File: src/rtl/pswallow_pkg.sv
package pswallow_pkg;
    // log2 of the prescaler base modulus (base 64, extended modulus 65)
    localparam int DEF_PS_W = 6;
    // swallow counter width
    localparam int DEF_A_W  = 6;
    // main counter width
    localparam int DEF_N_W  = 12;
endpackage

File: src/rtl/pswallow_prescaler.sv
module pswallow_prescaler #(
    parameter int PS_W = 6
) (
    input  logic clk,
    input  logic rst_n,
    input  logic mod_hi_i,
    output logic tick_o
);
    localparam int CW = PS_W + 1;
    localparam logic [CW-1:0] LIM_HI = CW'(2 ** PS_W);
    localparam logic [CW-1:0] LIM_LO = CW'(2 ** PS_W - 1);

    typedef struct packed {
        logic [CW-1:0] cnt;
    } ps_state_t;

    ps_state_t st_d, st_q;
    logic [CW-1:0] limit;

    always_comb begin
        st_d   = st_q;
        limit  = mod_hi_i ? LIM_HI : LIM_LO;
        tick_o = (st_q.cnt == limit);
        if (tick_o) st_d.cnt = '0;
        else        st_d.cnt = st_q.cnt + CW'(1);
    end

    always_ff @(posedge clk or negedge rst_n) begin
        if (!rst_n) st_q <= '0;
        else        st_q <= st_d;
    end


    cnt_bound_chk: assert property (@(posedge clk) disable iff (!rst_n)
        st_q.cnt <= LIM_HI);


    wrap_after_tick_chk: assert property (@(posedge clk) disable iff (!rst_n)
        tick_o |=> (st_q.cnt == '0));
endmodule

File: src/rtl/pswallow_acnt.sv
module pswallow_acnt #(
    parameter int A_W = 6
) (
    input  logic           clk,
    input  logic           rst_n,
    input  logic           tick_i,
    input  logic           reload_i,
    input  logic [A_W-1:0] load_val_i,
    output logic           mod_hi_o
);
    typedef struct packed {
        logic [A_W-1:0] left;
    } a_state_t;

    a_state_t st_d, st_q;

    always_comb begin
        st_d     = st_q;
        mod_hi_o = (st_q.left != '0);
        if (reload_i)
            st_d.left = load_val_i;
        else if (tick_i && mod_hi_o)
            st_d.left = st_q.left - A_W'(1);
    end

    always_ff @(posedge clk or negedge rst_n) begin
        if (!rst_n) st_q <= '0;
        else        st_q <= st_d;
    end


    a_reload_chk: assert property (@(posedge clk) disable iff (!rst_n)
        reload_i |=> (st_q.left == $past(load_val_i)));


    a_hold_chk: assert property (@(posedge clk) disable iff (!rst_n)
        (!tick_i && !reload_i) |=> $stable(st_q.left));
endmodule

File: src/rtl/pswallow_ncnt.sv
module pswallow_ncnt #(
    parameter int N_W = 12
) (
    input  logic           clk,
    input  logic           rst_n,
    input  logic           tick_i,
    input  logic [N_W-1:0] load_val_i,
    output logic           last_o
);
    localparam logic [N_W-1:0] ONE = N_W'(1);

    typedef struct packed {
        logic [N_W-1:0] left;
    } n_state_t;

    n_state_t st_d, st_q;

    always_comb begin
        st_d   = st_q;
        // a count of 0 or 1 both mean this prescaler cycle is the last one
        last_o = tick_i && (st_q.left <= ONE);
        if (last_o)
            st_d.left = load_val_i;
        else if (tick_i)
            st_d.left = st_q.left - ONE;
    end

    always_ff @(posedge clk or negedge rst_n) begin
        if (!rst_n) st_q.left <= ONE;
        else        st_q <= st_d;
    end


    n_reload_chk: assert property (@(posedge clk) disable iff (!rst_n)
        last_o |=> (st_q.left == $past(load_val_i)));


    n_hold_chk: assert property (@(posedge clk) disable iff (!rst_n)
        !tick_i |=> $stable(st_q.left));
endmodule

File: src/rtl/pswallow_divider.sv
module pswallow_divider
    import pswallow_pkg::*;
#(
    parameter int PS_W = DEF_PS_W,
    parameter int A_W  = DEF_A_W,
    parameter int N_W  = DEF_N_W
) (
    input  logic           clk,
    input  logic           rst_n,
    input  logic [A_W-1:0] swallow_i,
    input  logic [N_W-1:0] main_i,
    output logic           modsel_o,
    output logic           load_active_o,
    output logic           div_out_o
);
    logic ps_tick;
    logic mod_hi;
    logic reload;

    pswallow_prescaler #(.PS_W(PS_W)) u_presc (
        .clk      (clk),
        .rst_n    (rst_n),
        .mod_hi_i (mod_hi),
        .tick_o   (ps_tick)
    );

    pswallow_acnt #(.A_W(A_W)) u_acnt (
        .clk        (clk),
        .rst_n      (rst_n),
        .tick_i     (ps_tick),
        .reload_i   (reload),
        .load_val_i (swallow_i),
        .mod_hi_o   (mod_hi)
    );

    pswallow_ncnt #(.N_W(N_W)) u_ncnt (
        .clk        (clk),
        .rst_n      (rst_n),
        .tick_i     (ps_tick),
        .load_val_i (main_i),
        .last_o     (reload)
    );

    always_comb begin
        modsel_o      = mod_hi;
        load_active_o = reload;
        div_out_o     = reload;
    end


    single_pulse_chk: assert property (@(posedge clk) disable iff (!rst_n)
        div_out_o |=> !div_out_o);


    modsel_sync_chk: assert property (@(posedge clk) disable iff (!rst_n)
        !ps_tick |=> $stable(modsel_o));


    reload_on_tick_chk: assert property (@(posedge clk) disable iff (!rst_n)
        load_active_o |-> ps_tick);
endmodule

File: config.mk
export PLATFORM = sky130hd
export DESIGN_NAME = pswallow_divider
export DESIGN_NICKNAME = d
export VERILOG_FILES = /design/src/rtl/pswallow_pkg.sv /design/src/rtl/pswallow_prescaler.sv /design/src/rtl/pswallow_acnt.sv /design/src/rtl/pswallow_ncnt.sv /design/src/rtl/pswallow_divider.sv
export SDC_FILE = /design/constraint.sdc
export NUM_CORES = 1
export LEC_CHECK = 0
export ABC_AREA = 1
export BUFFER_PORTS_ARGS = -buffer_cell sky130_fd_sc_hd__buf_4
export CAP_MARGIN = 40
export CORE_UTILIZATION = 57
export CTS_BUF_LIST = sky130_fd_sc_hd__clkbuf_16
export DETAILED_ROUTE_END_ITERATION = 8
export PLACE_DENSITY_LB_ADDON = 0.15
export SYNTH_ARGS = -nofsm -noshare
export SYNTH_HDL_FRONTEND = slang
export SYNTH_SLANG_ARGS = --single-unit
File: constraint.sdc
create_clock -name clk -period 2.45 [get_ports clk]
set_input_delay 0.49 -clock clk [delete_from_list [all_inputs] [get_ports clk]]
set_output_delay 0.49 -clock clk [all_outputs]
set_load 0.02 [all_outputs]
# --- Word level (Yosys, flattened, before mapping) ---
# Cells that the tools add are included.
totals:
  input_bits: 20
  register_bits: 25
  output_inout_bits: 3
  elab_cells: 19
op_classes:
  muxes: 6
  eq_ne: 1
  magnitude_cmp: 1
  n_reduce_logical: 5
  addsub: 3
op_table:
  columns: ["cell", "n"]
  rows:
  - ["$mux 12", 2]
  - ["$mux 7", 2]
  - ["$le 12x1->1 const B", 1]
  - ["$mux 6", 2]
  - ["$sub 12x1->12 const B", 1]
  - ["$add 7x1->7 const B", 1]
  - ["$eq 7x7->1", 1]
  - ["$reduce_bool 6->1", 1]
  - ["$sub 6x1->6 const B", 1]
  - ["$reduce_bool 2->1", 2]
  - ["$logic_and 1x1->1", 2]

# --- Logic depth before layout (Yosys ltp) ---
# Gate-level depths: netlist (run 1).
logic_depth:
  depth_word: 6
  ltp_mapped: 11
  depth_no_buf: 11

# --- Cells and area by module ---
# A second synthesis (run 1) with hierarchy kept.
hier_totals:
  hier_cells: 278
  area_unflattened_um2: 1834.3
by_module_without_submodules:
  columns: ["module", "cells_per_inst", "area_each_um2", "instances", "seq_area_each_um2"]
  rows:
  - ["pswallow_ncnt", 159, 980.9, 1, 301.5]
  - ["pswallow_acnt", 67, 451.7, 1, 150.1]
  - ["pswallow_prescaler", 51, 394.1, 1, 175.2]
  - ["pswallow_divider", 1, 7.5, 1, 0.0]

# --- Worst setup path after synthesis (run 1) ---
# Ideal clock, no wire load.
synth_path:
  kind: "reg-to-output"
  from: "reg u_acnt.st_q[0] (netlist bit)"
  to: "out load_active_o"
  slack_ns: 0.293
  n_path_buf: 1
  t_arrival_ns: 1.667
  path_stages_with_launch: 10
  required_time_ns: 1.960
  path_cell_list: "dfrtp_1 -> inv_1 -> ha_1 -> nand2_2 -> nor2_2 -> nand3_2 -> nand2_4 -> inv_1 -> nor2_1 -> buf_4"
synth_via:
  elab_chain_cells: 4
synth_rtl:
  columns: ["item", "line_no", "rtl"]
  rows:
  - ["start: declaration", "pswallow_acnt.sv:15", "a_state_t st_d, st_q;"]
  - ["start signal: assignment", "pswallow_acnt.sv:28", "else st_q <= st_d;"]
  - ["$reduce_bool 6->1", "pswallow_acnt.sv:19", "mod_hi_o = (st_q.left != '0);"]
  - ["$mux 7", "pswallow_prescaler.sv:22", "limit = mod_hi_i ? LIM_HI : LIM_LO;"]
  - ["$eq 7x7->1", "pswallow_prescaler.sv:23", "tick_o = (st_q.cnt == limit);"]
  - ["$logic_and 1x1->1", "pswallow_ncnt.sv:21", "last_o = tick_i && (st_q.left <= ONE);"]
  - ["end: declaration", "pswallow_divider.sv:13", "output logic load_active_o,"]
# Every way passes these cells.

# --- Worst setup path after layout (run 1) ---
layout_path:
  from: "reg u_ncnt.st_q[0] (netlist bit)"
  to: "out div_out_o"
layout_via:
  elab_chain_cells: 2
layout_rtl:
  columns: ["item", "line_no", "rtl"]
  rows:
  - ["start: declaration", "pswallow_ncnt.sv:16", "n_state_t st_d, st_q;"]
  - ["start signal: assignment", "pswallow_ncnt.sv:30", "else st_q <= st_d;"]
  - ["$le 12x1->1", "pswallow_ncnt.sv:21", null]
  - ["$logic_and 1x1->1", "pswallow_ncnt.sv:21", null]
  - ["end: declaration", "pswallow_divider.sv:14", "output logic div_out_o"]
# Every way passes these cells.

==> flow_metrics.tcl, run 1 <==
set metrics [dict create \
    tritoncts "built" \
    dieWidth_um 57.3 \
    worst_pin_slew_ns 0.338 \
    synthMuxAreaShare 0 \
    timing.fmax_mhz 433 \
    critPathMostFrequentCell "nor2_1" \
    rows 19 \
    dieArea_mm2 0.00328 \
    worstSkewPairLatency_ns 0.26 \
    end_kind "primary output" \
    vias 1543 \
    synth-xor-area-share 0.0503 \
    required_ns 1.96 \
    syn_area_mm2 0.00174 \
    syn_nets 259 \
    antenna_found_initial 0 \
    avgSynthCellArea_um2 7.42 \
    intPower_mw 0.652 \
    p_sw_mw 0.165 \
    core_area_mm2 0.00283 \
    layout.nets 283 \
    io_buffers 22 \
    ctsHoldBuffers 0 \
    criticalPathCategory "flip-flop to primary output" \
    synth_seq_cells 25 \
    drc 2 \
    final-setup-viol-count 0 \
    ys_warn_count 0 \
    violations "design-rule violations" \
    clockBufferDepth 2 \
    syn_to_final_growth_pct 13.9 \
    relSlewSlack 0.774 \
    power_frac_seq 0.507 \
    grt_first_pass_wirelength_mm 5.98 \
    slowest_stage "dfstp_2" \
    cts.clk_slew.worst_paths_ns 0.06 \
    dp_slack_ns 0.373 \
    skew_ns 0.00512 \
    die_h_um 57.3 \
    drt_pass1_iterations 6 \
    synthCells 235 \
    start_kind "flip-flop" \
    gp_congestion 0.875 \
    grt_max_degree 30 \
    drt_iter0_markers 77 \
    slew_violations 0 \
    critPathMaxFanout 8 \
    post-route-period-util 0.943 \
    synth_adder_area_share 0.0287 \
    pwr-share-comb 0.041 \
    cts_buffers 3 \
    cts_root_buffer "clkbuf_16" \
    finalSetupTns_ns 0 \
    wirelength_mm 3.47 \
    leakagePower_nw 0.980 \
    synth_cell_types 33 \
    cp_cell_sequence "inv_1 > ha_1 > o21ai_1 > nor2_1 > nand2_2 > nor2_1 > buf_4" \
    synth_compound_area_frac 0.0905 \
    hold_class "input pin to async pin" \
    hold_viol 0 \
    fillers 245 \
    ys_seq_area_frac 0.360 \
    p_clk_frac 0.453 \
    ios 23 \
    ir_worst_vdd_v 0.000222 \
    p_sw_frac 0.202 \
    grt_pass1_vias 1376 \
    wl_per_cell_um 12.0 \
    yosys.area_share.simple 0.368 \
    drive_above_1_share 0.190 \
    critPathMaxStageDelay_ns 0.55 \
    antenna_cells 0 \
    min_period_ns 2.31 \
    power_density_mw_per_mm2 412 \
    worstPathArrival_ns 1.82 \
    grt_usage 0.235 \
    route.antenna.remaining_nets 0 \
    status "finished with violations" \
    hpwl_mm 2.50 \
    h-tree-depth 1 \
    overflow 0 \
    cts_num_sinks 25 \
    timing.final.ws_setup_ns 0.141 \
    initial_core_util 0.616 \
    maxCapViolations 0 \
    synth_top_family_by_area "simple AND/OR/NAND/NOR gates" \
    avgViaCountPerCell 5.34 \
    rsz0062_at_grt "no" \
]
## Yosys cell counts, drive strengths merged
cell type   n  area (um2)
inv        30         113
o21a        1        7.51
dfstp       1        26.3
nor3        2        15.0
nand3      22         115
buf         6        66.3
and3        1        6.26
nand4       3        33.8
a31oi       4        55.1
ha          4        50.1
nor2       47         211
o21bai      1        7.51
xor2        7        61.3
o211ai      1        7.51
dfrtp      24         601
o21ai      15        75.1
xnor2       3        26.3
a21oi       1        5.00
nand2      62         260
## critical path: cells and delay by family (launching register included)
family          cells  cell delay [ns]
fa+ha+maj           1             0.26
compound gates      1             0.20
buf+inv             2             0.23
simple gates        3             0.31
flops               1             0.55
## final timing paths
path,from,end,slack (ns),depth (start not counted)
setup / recovery,u_ncnt.st_q[0],div_out_o,0.14,7
hold / removal,rst_n,u_ncnt.st_q[5],0.13,1
setup reg to reg,u_ncnt.st_q[0],u_acnt.st_q[5],0.39,10
hold reg to reg,u_presc.st_q[0],u_presc.st_q[0],0.50,1
max in group asynchronous,rst_n,u_ncnt.st_q[0],2.03,1
min in group clk,swallow_i[0],u_acnt.st_q[0],0.47,3
## routing by layer
metal,vias up,share of wire,wire (um),track usage
met5,-,0,0,0
met4,0,0.0098,34,0.0662
met3,6,0.050,172,0.0272
met2,43,0.44,1520,0.358
met1,710,0.50,1750,0.355
li1,784,-,-,-
## flip-flops by register name, indices dropped and copies added (netlist names)
| signal | cells |
|---|---|
| u_presc.st_q | 7 |
| u_acnt.st_q | 6 |
| u_ncnt.st_q | 12 |
## cells in the final DEF, fill, tap and decap left out, drive strengths merged
cell    synthesis  final
nand3          22     22
o21a            1      1
xnor2           3      3
o21ai          15     15
clkbuf          0      3
and3            1      1
buf             6     25
nor3            2      2
nor2           47     47
nand2          62     62
dfstp           1      1
nand4           3      3
a31oi           4      4
dfrtp          24     24
o21bai          1      1
xor2            7      7
inv            30     31
a21oi           1      1
o211ai          1      1
ha              4      4
## power by group through the flow
stage | Sequential (mW) | Combinational [mW] | Clock (mW)
6_report | 0.414 | 0.0333 | 0.370
5_1_grt | 0.414 | 0.0367 | 0.388
4_1_cts | 0.414 | 0.0342 | 0.369
3_5_place_dp | 0.422 | 0.0341 | 0
3_3_place_gp | 0.422 | 0.0339 | 0
2_1_floorplan | 0.422 | 0.00231 | 0
## cells by family after synthesis
| family | count (synthesis) |
|---|---|
| AO/OA/AOI/OAI | 23 |
| buffers and inverters | 36 |
| AND/OR/NAND/NOR | 137 |
| flip-flops | 25 |
| adder cells (fa/ha/maj) | 4 |
| XOR/XNOR | 10 |
## repair_timing
item | in CTS | in global routing
resized for setup | 0 | 1
endpoints found under the setup margin | 0 | 2
buffers inserted | 0 | 0
## metrics by stage
| stage | area, um2 | util | instances | hold slack [ns] | power, mW |
|---|---|---|---|---|---|
| detailed placement | 1900 | 0.673 | 285 | 0.413 | 0.456 |
| CTS | 1980 | 0.701 | 289 | 0.139 | 0.818 |
| floorplan | 1740 | - | 235 | 0.194 | 0.424 |
| finish | 1980 | 0.701 | 289 | 0.125 | 0.817 |
| global route | 1980 | 0.701 | 289 | 0.154 | 0.838 |
| global placement | 1900 | 0.673 | 285 | 0.415 | 0.456 |
## area by class of cell
cell class | instances | area (um2) | area share
Sequential cell | 25 | 627 | 0.316
Timing Repair Buffer | 25 | 188 | 0.0946
Inverter | 30 | 113 | 0.0567
Clock inverter | 1 | 3.75 | 0.00189
Clock buffer | 3 | 75.1 | 0.0378
Tap cell | 31 | 38.8 | 0.0195
Multi-Input combinational cell | 174 | 940 | 0.474
Note: power is estimated with default switching activity, not from simulation.
==> run 2: changes to the inputs <==
CORE_MARGIN = 2   (was unset)
GPL_TIMING_DRIVEN = 0   (was unset)
==> flow_metrics.tcl, run 2 (same netlist as run 1, synthesis figures left out) <==
set metrics [dict create \
    antenna_cells 0 \
    grt_first_pass_wirelength_mm 6.64 \
    cts_root_buffer "clkbuf_16" \
    use_met2 0.370 \
    criticalPathCategory "flip-flop to primary output" \
    wirelength_mm 3.88 \
    h-tree-depth 1 \
    dp.cells 290 \
    cp_cell_sequence "inv_1 > ha_4 > o21ai_2 > nor2_1 > nand2_2 > buf_6 > nor2_2 > buf_4 > buf_4" \
    gp_congestion 0.922 \
    wl_per_cell_um 12.9 \
    worstPathArrival_ns 1.83 \
    grt_use_met3 0.0284 \
    hold_class "input pin to async pin" \
    route.antenna.remaining_nets 0 \
    drt_iter0_markers 72 \
    drive_above_1_share 0.240 \
    critPathMostFrequentCell "buf_4" \
    drc 0 \
    clockBufferDepth 2 \
    fin_util 0.709 \
    overflow 0 \
    skew_ns 0.00400 \
    required_ns 1.96 \
    met1_usage 0.356 \
    rows 20 \
    hold_viol 0 \
    fin_cells 300 \
    drt_pass1_iterations 4 \
    slew_violations 0 \
    critPathMaxStageDelay_ns 0.55 \
    avgViaCountPerCell 5.30 \
    grt_pass1_vias 1489 \
    grt_max_degree 26 \
    ir_worst_vdd_v 0.000205 \
    placed_area_mm2 0.00195 \
    cts_buffers 3 \
    final-setup-viol-count 0 \
    hpwl_mm 2.79 \
    post-route-period-util 0.948 \
    core_area_mm2 0.00298 \
    finalInstanceArea_mm2 0.00211 \
    initial_core_util 0.585 \
    dieArea_mm2 0.00352 \
    layout.nets 292 \
    ios 23 \
    vias 1591 \
    busiest_layer "met2" \
    dieWidth_um 59.3 \
    crit_start "u_ncnt.st_q[0]" \
    r2r-start "u_ncnt.st_q[0]" \
    syn_to_final_growth_pct 21.1 \
    critPathMaxFanout 7 \
    min_period_ns 2.32 \
    cts_num_sinks 25 \
    tritoncts "built" \
    timing.fmax_mhz 430 \
    layout_common_cells "nand2_1, nor2_1, buf_4" \
    worst_pin_slew_ns 0.327 \
    grt_usage 0.248 \
    io_buffers 22 \
    relSlewSlack 0.781 \
    final_common_cell "nand2_1" \
    antenna_found_initial 0 \
    maxCapViolations 0 \
    top_regs "u_ncnt.st_q: 12 flops, u_presc.st_q: 7 flops, u_acnt.st_q: 6 flops" \
    largest_register "u_ncnt.st_q" \
    worstSkewPairLatency_ns 0.26 \
    start_kind "flip-flop" \
    status "finished clean" \
    power_density_mw_per_mm2 388 \
    slowest_stage "dfstp_2" \
    leakagePower_nw 1.02 \
    die_h_um 59.3 \
    end_kind "primary output" \
    cts.clk_slew.worst_paths_ns 0.06 \
    largest_reg_flops 12 \
]
[run 2: cell types whose count changed in the layout (fill, tap and decap cells not counted), sizes merged]
cell	delta
buf	+9
clkinvlp	+2
inv	-2
[run 2: per-layer routing]
layer	vias to the layer above	wire, um	part of all wire
met1	738	1820	0.47
met4	0	108	0.028
met3	11	162	0.042
li1	800	-	-
met5	-	0	0
met2	42	1790	0.46
[run 2: power breakdown]
part	internal (mW)	leakage (nW)	switching (mW)	total, mW
logic	0.0200	0.726	0.0133	0.0333
clock network	0.222	0.0371	0.151	0.372
registers	0.413	0.256	0.000542	0.414
[run 2: what timing repair did]
| action | in CTS | in global routing |
|---|---|---|
| pin swaps | 2 | 0 |
| buffers inserted | 0 | 6 |
| hold buffers | 0 | 0 |
| resized for setup | 5 | 4 |
| endpoints found under the setup margin | 2 | 2 |
[run 2: worst paths after layout]
kind,depth (start not counted),slack [ns],to
setup / recovery,9,0.13,load_active_o
hold / removal,1,0.13,u_ncnt.st_q[11]
setup reg to reg,9,0.66,u_acnt.st_q[4]
hold reg to reg,1,0.49,u_presc.st_q[0]
max in group asynchronous,1,2.03,u_ncnt.st_q[0]
min in group clk,3,0.46,u_ncnt.st_q[0]
[run 2: worst max-delay path: cells and delay by family, from the launching register on]
kind	cells	cell delay, ns
simple gates	3	0.19
buf+inv	4	0.50
compound gates	1	0.13
flops	1	0.55
fa+ha+maj	1	0.20
[run 2: metrics by stage]
| stage | total power, mW | setup TNS (ns) | hold slack (ns) | setup slack (ns) |
|---|---|---|---|---|
| 2_1_floorplan | 0.424 | 0 | 0.194 | 0.293 |
| 3_3_place_gp | 0.455 | 0 | 0.417 | 0.137 |
| 3_5_place_dp | 0.456 | 0 | 0.412 | 0.147 |
| 4_1_cts | 0.825 | 0 | 0.137 | 0.000922 |
| 5_1_grt | 0.848 | -0.00552 | 0.152 | -0.00552 |
| 6_report | 0.820 | 0 | 0.128 | 0.126 |
[run 2: final cells by class]
| type | count | area [um2] |
|---|---|---|
| Multi-Input combinational cell | 174 | 961 |
| Timing Repair Buffer | 28 | 210 |
| Inverter | 30 | 116 |
| Fill cell | 233 | 867 |
| Sequential cell | 25 | 627 |
| Buffer | 6 | 72.6 |
| Tap cell | 33 | 41.3 |
| Clock inverter | 1 | 7.51 |
| Clock buffer | 3 | 75.1 |
